## config.mk

```make
export PLATFORM = sky130hd
export DESIGN_NAME = wdt_suspend
export DESIGN_NICKNAME = d
export VERILOG_FILES = /design/src/rtl/wdt_suspend_pkg.sv /design/src/rtl/wdt_suspend_fsm.sv /design/src/rtl/wdt_suspend_timer.sv /design/src/rtl/wdt_suspend_counter.sv /design/src/rtl/wdt_suspend.sv
export SDC_FILE = /design/constraint.sdc
export NUM_CORES = 1
export LEC_CHECK = 0
export CAP_MARGIN = 20
export CORE_MARGIN = 5
export CORE_UTILIZATION = 59
export DETAILED_ROUTE_END_ITERATION = 16
export PLACE_DENSITY = 0.85
export SETUP_SLACK_MARGIN = 0.3
export SLEW_MARGIN = 10
export SYNTH_ARGS = -nofsm -noshare
export SYNTH_HDL_FRONTEND = slang
export SYNTH_SLANG_ARGS = --single-unit
```

## constraint.sdc

```tcl
create_clock -name clk -period 4.29 [get_ports clk]
set_clock_uncertainty 0.05 [all_clocks]
set_input_delay 1.287 -clock clk [delete_from_list [all_inputs] [get_ports clk]]
set_output_delay 1.287 -clock clk [all_outputs]
set_load 0.005 [all_outputs]
```

## src/rtl/wdt_suspend_pkg.sv

```systemverilog
package wdt_suspend_pkg;

    typedef enum logic [1:0] {
        WD_RUN     = 2'd0,
        WD_STOPPED = 2'd1,
        WD_HOLDOFF = 2'd2,
        WD_SETTLE  = 2'd3
    } wd_state_e;

    localparam int unsigned SEL_MAX = 4;

endpackage

```

## src/rtl/wdt_suspend_fsm.sv

```systemverilog
module wdt_suspend_fsm
    import wdt_suspend_pkg::*;
(
    input  logic      clk,
    input  logic      rst_n,
    input  logic      tick_en,
    input  logic      stop_req,
    input  logic      stop_release,
    input  logic      cpu_on_xtal,
    input  logic      holdoff_done,
    input  logic      settle_done,
    output wd_state_e state,
    output logic      arm,
    output logic      holdoff_run,
    output logic      settle_run,
    output logic      count_en,
    output logic      active
);

    wd_state_e state_q, state_d;
    logic      xtal_q;
    logic      xtal_edge;

    assign xtal_edge = cpu_on_xtal & ~xtal_q;
    assign state     = state_q;

    // state register
    always_ff @(posedge clk or negedge rst_n) begin
        if (!rst_n) begin
            state_q <= WD_RUN;
            xtal_q  <= 1'b0;
        end else begin
            state_q <= state_d;
            xtal_q  <= cpu_on_xtal;
        end
    end

    // next state
    always_comb begin
        state_d = state_q;
        unique case (state_q)
            WD_RUN:     if (stop_req)          state_d = WD_STOPPED;
            WD_STOPPED: if (stop_release)      state_d = WD_HOLDOFF;
            WD_HOLDOFF: if (xtal_edge)         state_d = WD_RUN;
                        else if (holdoff_done) state_d = WD_SETTLE;
            WD_SETTLE:  if (xtal_edge || settle_done) state_d = WD_RUN;
            default:                           state_d = WD_RUN;
        endcase
    end

    // outputs
    always_comb begin
        arm         = 1'b0;
        holdoff_run = 1'b0;
        settle_run  = 1'b0;
        count_en    = 1'b0;
        active      = 1'b0;
        unique case (state_q)
            WD_RUN: begin
                active   = 1'b1;
                count_en = tick_en & ~stop_req;
            end
            WD_STOPPED: arm         = stop_release;
            WD_HOLDOFF: holdoff_run = 1'b1;
            WD_SETTLE:  settle_run  = 1'b1;
            default:    active      = 1'b0;
        endcase
    end

endmodule

```

## src/rtl/wdt_suspend_timer.sv

```systemverilog
module wdt_suspend_timer
    import wdt_suspend_pkg::*;
#(
    parameter int unsigned HOLDOFF_TICKS = 17,
    parameter int unsigned STAB_BASE_LOG = 11,
    parameter int unsigned STAB_STEP_LOG = 2
) (
    input  logic       clk,
    input  logic       rst_n,
    input  logic       tick_en,
    input  logic       arm,
    input  logic [2:0] stab_sel,
    input  logic       holdoff_run,
    input  logic       settle_run,
    output logic       holdoff_done,
    output logic       settle_done
);

    localparam int unsigned STAB_LOG_MAX = STAB_BASE_LOG + STAB_STEP_LOG * SEL_MAX;
    localparam int unsigned HOLD_W       = $clog2(HOLDOFF_TICKS) + 1;
    localparam int unsigned TMR_W        = (STAB_LOG_MAX > HOLD_W) ? STAB_LOG_MAX : HOLD_W;

    logic [TMR_W-1:0] tmr_q;
    logic [2:0]       sel_q;
    logic [TMR_W-1:0] settle_last;

    function automatic logic [TMR_W-1:0] period_last(input logic [2:0] code);
        int unsigned s;
        logic [TMR_W-1:0] one;
        s   = (int'(code) > int'(SEL_MAX)) ? SEL_MAX : int'(code);
        one = {{(TMR_W-1){1'b0}}, 1'b1};
        return (one << (STAB_BASE_LOG + STAB_STEP_LOG * s)) - one;
    endfunction

    assign settle_last  = period_last(sel_q);
    assign holdoff_done = holdoff_run & tick_en & (tmr_q == TMR_W'(HOLDOFF_TICKS - 1));
    assign settle_done  = settle_run  & tick_en & (tmr_q == settle_last);

    always_ff @(posedge clk or negedge rst_n) begin
        if (!rst_n) begin
            tmr_q <= '0;
            sel_q <= '0;
        end else if (arm) begin
            tmr_q <= '0;
            sel_q <= stab_sel;
        end else if (holdoff_done) begin
            tmr_q <= '0;
        end else if ((holdoff_run || settle_run) && tick_en) begin
            tmr_q <= tmr_q + 1'b1;
        end
    end

endmodule

```

## src/rtl/wdt_suspend_counter.sv

```systemverilog
module wdt_suspend_counter #(
    parameter int unsigned CNT_W   = 16,
    parameter int unsigned OVF_VAL = 65535
) (
    input  logic             clk,
    input  logic             rst_n,
    input  logic             count_en,
    input  logic             clear,
    output logic [CNT_W-1:0] count,
    output logic             overflow
);

    localparam logic [CNT_W-1:0] LAST = CNT_W'(OVF_VAL);

    always_ff @(posedge clk or negedge rst_n) begin
        if (!rst_n) begin
            count    <= '0;
            overflow <= 1'b0;
        end else if (clear) begin
            count    <= '0;
            overflow <= 1'b0;
        end else if (count_en && count == LAST) begin
            count    <= '0;
            overflow <= 1'b1;
        end else begin
            overflow <= 1'b0;
            if (count_en) count <= count + 1'b1;
        end
    end

endmodule

```

## src/rtl/wdt_suspend.sv

```systemverilog
module wdt_suspend
    import wdt_suspend_pkg::*;
#(
    parameter int unsigned CNT_W         = 16,
    parameter int unsigned OVF_VAL       = 65535,
    parameter int unsigned HOLDOFF_TICKS = 17,
    parameter int unsigned STAB_BASE_LOG = 11,
    parameter int unsigned STAB_STEP_LOG = 2
) (
    input  logic             clk,
    input  logic             rst_n,
    input  logic             tick_en,
    input  logic             stop_req,
    input  logic             stop_release,
    input  logic [2:0]       stab_sel,
    input  logic             cpu_on_xtal,
    input  logic             wd_restart,
    output logic [CNT_W-1:0] wd_count,
    output logic             wd_overflow,
    output logic             wd_active
);

    wd_state_e state;
    logic      arm, holdoff_run, settle_run, holdoff_done, settle_done, count_en;

    wdt_suspend_fsm u_fsm (
        .clk          (clk),
        .rst_n        (rst_n),
        .tick_en      (tick_en),
        .stop_req     (stop_req),
        .stop_release (stop_release),
        .cpu_on_xtal  (cpu_on_xtal),
        .holdoff_done (holdoff_done),
        .settle_done  (settle_done),
        .state        (state),
        .arm          (arm),
        .holdoff_run  (holdoff_run),
        .settle_run   (settle_run),
        .count_en     (count_en),
        .active       (wd_active)
    );

    wdt_suspend_timer #(
        .HOLDOFF_TICKS (HOLDOFF_TICKS),
        .STAB_BASE_LOG (STAB_BASE_LOG),
        .STAB_STEP_LOG (STAB_STEP_LOG)
    ) u_timer (
        .clk          (clk),
        .rst_n        (rst_n),
        .tick_en      (tick_en),
        .arm          (arm),
        .stab_sel     (stab_sel),
        .holdoff_run  (holdoff_run),
        .settle_run   (settle_run),
        .holdoff_done (holdoff_done),
        .settle_done  (settle_done)
    );

    wdt_suspend_counter #(
        .CNT_W   (CNT_W),
        .OVF_VAL (OVF_VAL)
    ) u_counter (
        .clk      (clk),
        .rst_n    (rst_n),
        .count_en (count_en),
        .clear    (wd_restart),
        .count    (wd_count),
        .overflow (wd_overflow)
    );

endmodule

```

=== Word-level counts from Yosys, hierarchy flattened ===
Index checks and enable logic that the tools add are counted.

* Add/subtract/negate cells: 4
* Multiply operators: 0
* Div/mod/pow operators: 0
* Magnitude comparators: 1
* Equality and inequality tests: 10
* Shift-type cells: 1
* Multiplexer cells: 20
* Bitwise operators: 8
* Reductions and logical operators: 8

{| class="wikitable"
|+ Operators with widths
! kind !! count
|-
| $mux W19 || 3
|-
| $mux W16 || 3
|-
| $add A4 B32 Y32 const A || 1
|-
| $shl A1 B32 Y19 const A || 1
|-
| $add A19 B1 Y19 const B || 1
|-
| $eq A19 B19 Y1 || 1
|-
| $eq A19 B5 Y1 const B || 1
|-
| $sub A19 B1 Y19 const B || 1
|-
| $add A16 B1 Y16 const B || 1
|-
| $eq A16 B16 Y1 const B || 1
|-
| $mux W2 || 5
|-
| $pmux W2 S4 || 1
|-
| $mux W1 || 7
|-
| $and A1 B1 Y1 || 6
|-
| $reduce_bool A3 Y1 || 2
|-
| $eq A2 B2 Y1 const B || 2
|-
| $ne A2 B2 Y1 const B || 2
|-
| $reduce_and A4 Y1 || 1
|-
| $gt A3 B3 Y1 const B || 1
|-
| $mux W3 || 1
|-
| $ne A3 B2 Y1 const B || 1
|-
| $eq A2 B1 Y1 const B || 1
|-
| $logic_and A1 B1 Y1 || 2
|-
| $logic_not A2 Y1 || 1
|-
| other kinds (3) || 5
|}

* Flip-flop bits (word level): 42
* Latch bits: 0
* Memory bits (writable): 0
* Memory bits (read-only): 0
* Input port bits: 10
* Output and inout bits: 18
* Logic and storage cells: 58
* Memories kept: 0

=== Logic depth before layout (Yosys ltp) ===
* Depth after elaboration: 10
* Depth in mapped cells: 7
* Gate-level depth less buffers: 7

=== Cells and area by module ===
From an unflattened synthesis, not the netlist that was laid out.

* Cell total of the unflattened synthesis: 266
* Area, all modules: 2,504.9 um2

{| class="wikitable"
|+ Modules (own cells, without submodules)
! module !! instances !! cells an instance !! area each (um2)
|-
| wdt_suspend_timer || 1 || 155 || 1,422.6
|-
| wdt_suspend_counter || 1 || 93 || 919.6
|-
| wdt_suspend_fsm || 1 || 18 || 162.7
|}

=== Least setup slack after synthesis ===
OpenSTA, ideal clock, no wires.

* Kind: input to register
* From: input stop_req
* To: register u_counter.count[13]
* Library setup time: 0.118 ns
* Data arrival time: 2.562 ns
* Required time: 4.122 ns
* Slack: 1.560 ns
* Cell stages on the path: 6
* Cells stage by stage: or4b_4 -> buf_6 -> nor4_4 -> a31o_4 -> o21ai_2 -> a21o_1

* Cells in the longest elaborated chain, start to end: 6

{| class="wikitable"
|+ Ends and longest elaborated chain
! what !! line !! RTL
|-
| start, declared || wdt_suspend.sv:13 || <nowiki>input logic stop_req,</nowiki>
|-
| $not A1 Y1 (*) || wdt_suspend_fsm.sv:61 || <nowiki>count_en = tick_en & ~stop_req;</nowiki>
|-
| $and A1 B1 Y1 (*) || wdt_suspend_fsm.sv:61 ||
|-
| $mux W1 (*) || wdt_suspend_fsm.sv:58 || <nowiki>unique case (state_q)</nowiki>
|-
| $logic_and A1 B1 Y1 || wdt_suspend_counter.sv:22 || <nowiki>end else if (count_en && count == LAST) begin</nowiki>
|-
| $mux W16 || wdt_suspend_counter.sv:22 ||
|-
| $mux W16 || wdt_suspend_counter.sv:19 || <nowiki>end else if (clear) begin</nowiki>
|-
| end signal, assigned || wdt_suspend_counter.sv:27 || <nowiki>if (count_en) count <= count + 1'b1;</nowiki>
|-
| end, declared || wdt_suspend_counter.sv:9 || <nowiki>output logic [CNT_W-1:0] count,</nowiki>
|}

Every way passes the cells marked *; elsewhere a longest branch is shown, timed or not.
A chain may end at the register's enable or synchronous reset.

=== Worst setup path after layout ===
* From: input tick_en
* To: register u_counter.count[13]

* Cells in the longest elaborated chain, start to end: 5

{| class="wikitable"
|+ Ends and longest elaborated chain
! what !! line !! RTL
|-
| start, declared || wdt_suspend.sv:12 || <nowiki>input logic tick_en,</nowiki>
|-
| $and A1 B1 Y1 (*) || wdt_suspend_fsm.sv:61 ||
|-
| $mux W1 (*) || wdt_suspend_fsm.sv:58 ||
|-
| $logic_and A1 B1 Y1 || wdt_suspend_counter.sv:22 ||
|-
| $mux W16 || wdt_suspend_counter.sv:22 ||
|-
| $mux W16 || wdt_suspend_counter.sv:19 ||
|}

Marked as above.

==> run_results.csv <==
group,metric,value,unit
clock_tree,cts_tree,"yes",
floorplanning,start_util,60.92,%
sta,drv_slew,0,
critical_path,crit_start,"tick_en",
layout,final_cells,306,
synth,synthesis.nets,244,
critical_path,r2r-start,"u_timer.tmr_q[13]",
synth,yosys.area_share.simple,27.34,%
sta,slew_headroom,39.31,%
synth,yosysTopAreaCell,"dfrtp_1",
critical_path,crit_type,"in -> reg",
sta,fmax,0.3175,GHz
placement,portBuffers,27,
layout,antenna_cells,0,
critical_path,crit_fanout,14,
clock_tree,clockBufferDepth,2,
sta,finalHoldViolCount,0,
synth,seq_area_frac_synth,46.77,%
synth,synth_top_family_by_area,"simple AND/OR/NAND/NOR gates",
critical_path,crit_path_end_kind,"flop",
clock_tree,cts-buffers-inserted,5,
layout,final_common_cell,"dfrtp_1",
synth,yosysTopAreaCellShare,46.77,%
placement,dp_cells,300,
sta,min_period,3150,ps
placement,dp_hpwl,3.101,mm
synth,synth_edf_count,0,
synth,synth_area_leaders,"dfrtp_1, xor2_1, nor2_1",
power,seq_power_share,53.1,%
sta,worst_pin_slew,910.4,ps
clock_tree,cts_resized,0,
flow_run,maxCapViolCount,0,
clock_tree,clkTransAtPathRegs,70,ps
critical_path,crit_path_start_kind,"input pin",
layout,fillers,289,
sta,worst_slack,1140,ps
synth,synth-compound-area-share,7.684,%
power,swShare,29.50,%
route,wirelength,4.287,mm
route,post-route-drc-count,0,
grt,grt_pass1_vias,1620,
route,drtIter0Drc,119,
synth,ys_ff_latch,42,
grt,grt_max_degree,43,
route,routed_via_density,5.732,
worst_hold_path,hold_path_startpoint,"u_counter.count[14]",
power,net-switching-power,275.5,uW
synth,syn_inst,230,
placement,place_ws,865.8,ps
power,power_frac_comb,21.0,%
floorplanning,fp.dieW,71.72,um
synth,async_flop_share,100.0,%
sta,rsz0062_at_grt,"no",
layout,final_layout_size_suffix_gt1_share,6.977,%
synth,synthMuxAreaShare,1.949,%
critical_path,critPathRequiredTime,4420,ps
floorplanning,core-area,3689,um^2
run_status,status,"finished, final reports clean",
power,power_frac_clock,26.0,%
route,dr.pass1.iters,4,
layout,area_delta_synth_final,16.37,%
sta,finalSetupTns,0,ps
layout,multiInputGateArea,1126,um^2
floorplanning,design.die.area,5143,um^2
route,antenna_left,0,
route,vias,1754,
power,power.leakage,0.001115,uW
clock_tree,cts_setup_buffers,0,
synth,syn_area_per_cell,9.770,um^2
grt,grt_pass1_wl,7.334,mm
layout,mostFrequentLayoutCells,"dfrtp_1, nor2_1, clkdlybuf4s50_1",
power,intPower,658.5,uW
layout,fin_nets,273,
floorplanning,die_h,71.72,um
power,power_density,357.2,nW/um^2
layout,seqCellArea,1051,um^2
clock_tree,postCtsHoldBufs,0,
clock_tree,cts_max_level,2,
floorplanning,row_count,22,
clock_tree,cts-root-buf,"clkbuf_8",
floorplanning,pin_count,28,
synth,yosysUniqueCellTypes,41,
synth,synth-adder-area-share,2.227,%
route,wl_per_cell,14.01,um
synth,yosysWarnings,0,
clock_tree,clock_latency,290,ps
sta,setup_violations,0,
placement,gp_congestion,0.8692,
sta,min_period_over_period,73.42,%
synth,syn_area,2247,um^2
grt,antenna_found_initial,0,
synth,yosys.area_share.xor_xnor,10.91,%
grt,grt_overflow,0,
power,peakVddDrop,0.2020,mV
worst_hold_path,min_path_type,"reg -> reg",
synth,ys.flop_type,"dfrtp_1",
grt,grtUsageTotal,17.96,%
clock_tree,cts_sinks,42,
critical_path,arrival,3280,ps
[routing by layer]
| metal | global-route usage, % | part of all wire (%) | wire [um] | vias up |
|---|---|---|---|---|
| met3 | 5.330 | 4.2 | 182 | 8 |
| met5 | 0 | 0 | 0 | - |
| met4 | 6.889 | 1.7 | 71 | 0 |
| met2 | 29.29 | 50 | 2145 | 36 |
| li1 | - | - | - | 866 |
| met1 | 22.43 | 44 | 1887 | 844 |
[cell families after synthesis]
logic type,count (synthesis)
mux,4
simple gates,118
flops,42
xor+xnor,28
fa+ha+maj,4
buf+inv,12
compound gates,22
[cell usage after synthesis (all sizes together) (4+ instances only)]
| library cell | number |
|---|---|
| xnor2 | 9 |
| nor3 | 6 |
| nand3 | 12 |
| dfrtp | 42 |
| inv | 6 |
| buf | 6 |
| nor2 | 39 |
| xor2 | 19 |
| nand2 | 22 |
| nand4 | 11 |
| a21oi | 5 |
| nor4 | 5 |
| ha | 4 |
| nor4b | 4 |
| o21ai | 6 |
[final cells by class]
class | count | share of cell area (%)
Timing Repair Buffer | 28 | 10.43
Multi-Input combinational cell | 176 | 43.06
Clock buffer | 6 | 3.158
Tap cell | 48 | 2.297
Inverter | 6 | 0.8612
Sequential cell | 42 | 40.19
[state kept, by name (all words and copies together) (netlist names)]
signal and cells:
u_timer.tmr_q 19, u_counter.count 16, u_timer.sel_q 3, u_fsm.state 2, u_counter.overflow 1, u_fsm.xtal_q 1
[critical path, stage by stage]
cell	delay (ps)
clkdlybuf4s50_1	580
or4b_4	560
nor4_4	280
a31o_4	320
o21ai_2	80
a21o_1	170
[stage by stage]
| step | hold WS, ps | utilization, % | total power, uW | instance area (um^2) |
|---|---|---|---|---|
| floorplan | 467.6 | - | 645.3 | 2247 |
| global placement | 496.4 | 68.66 | 695.2 | 2532 |
| detailed placement | 502.1 | 68.66 | 700.2 | 2532 |
| CTS | 519.0 | 70.90 | 950.4 | 2615 |
| global route | 558.2 | 70.90 | 998.6 | 2615 |
| finish | 511.6 | 70.90 | 934.0 | 2615 |
[power groups by stage]
stage | combinational, uW | clock, uW | sequential, uW
after CTS | 199 | 257 | 495
after floorplan | 172 | 0 | 473
after detailed placement | 197 | 0 | 503
after global routing | 222 | 272 | 505
after global placement | 194 | 0 | 501
final | 196 | 243 | 496
[final timing paths]
check | to | slack (ps) | cells after the start
setup / recovery | u_counter.count[13] | 1140 | 6
hold / removal | u_counter.count[14] | 510 | 2
setup reg to reg | u_fsm.state[1] | 2040 | 5
hold reg to reg | u_counter.count[14] | 510 | 2
max in group asynchronous | u_timer.tmr_q[7] | 2540 | 1
min in group asynchronous | u_counter.count[12] | 1080 | 1
No activity file was read; power rests on OpenSTA's default activity.
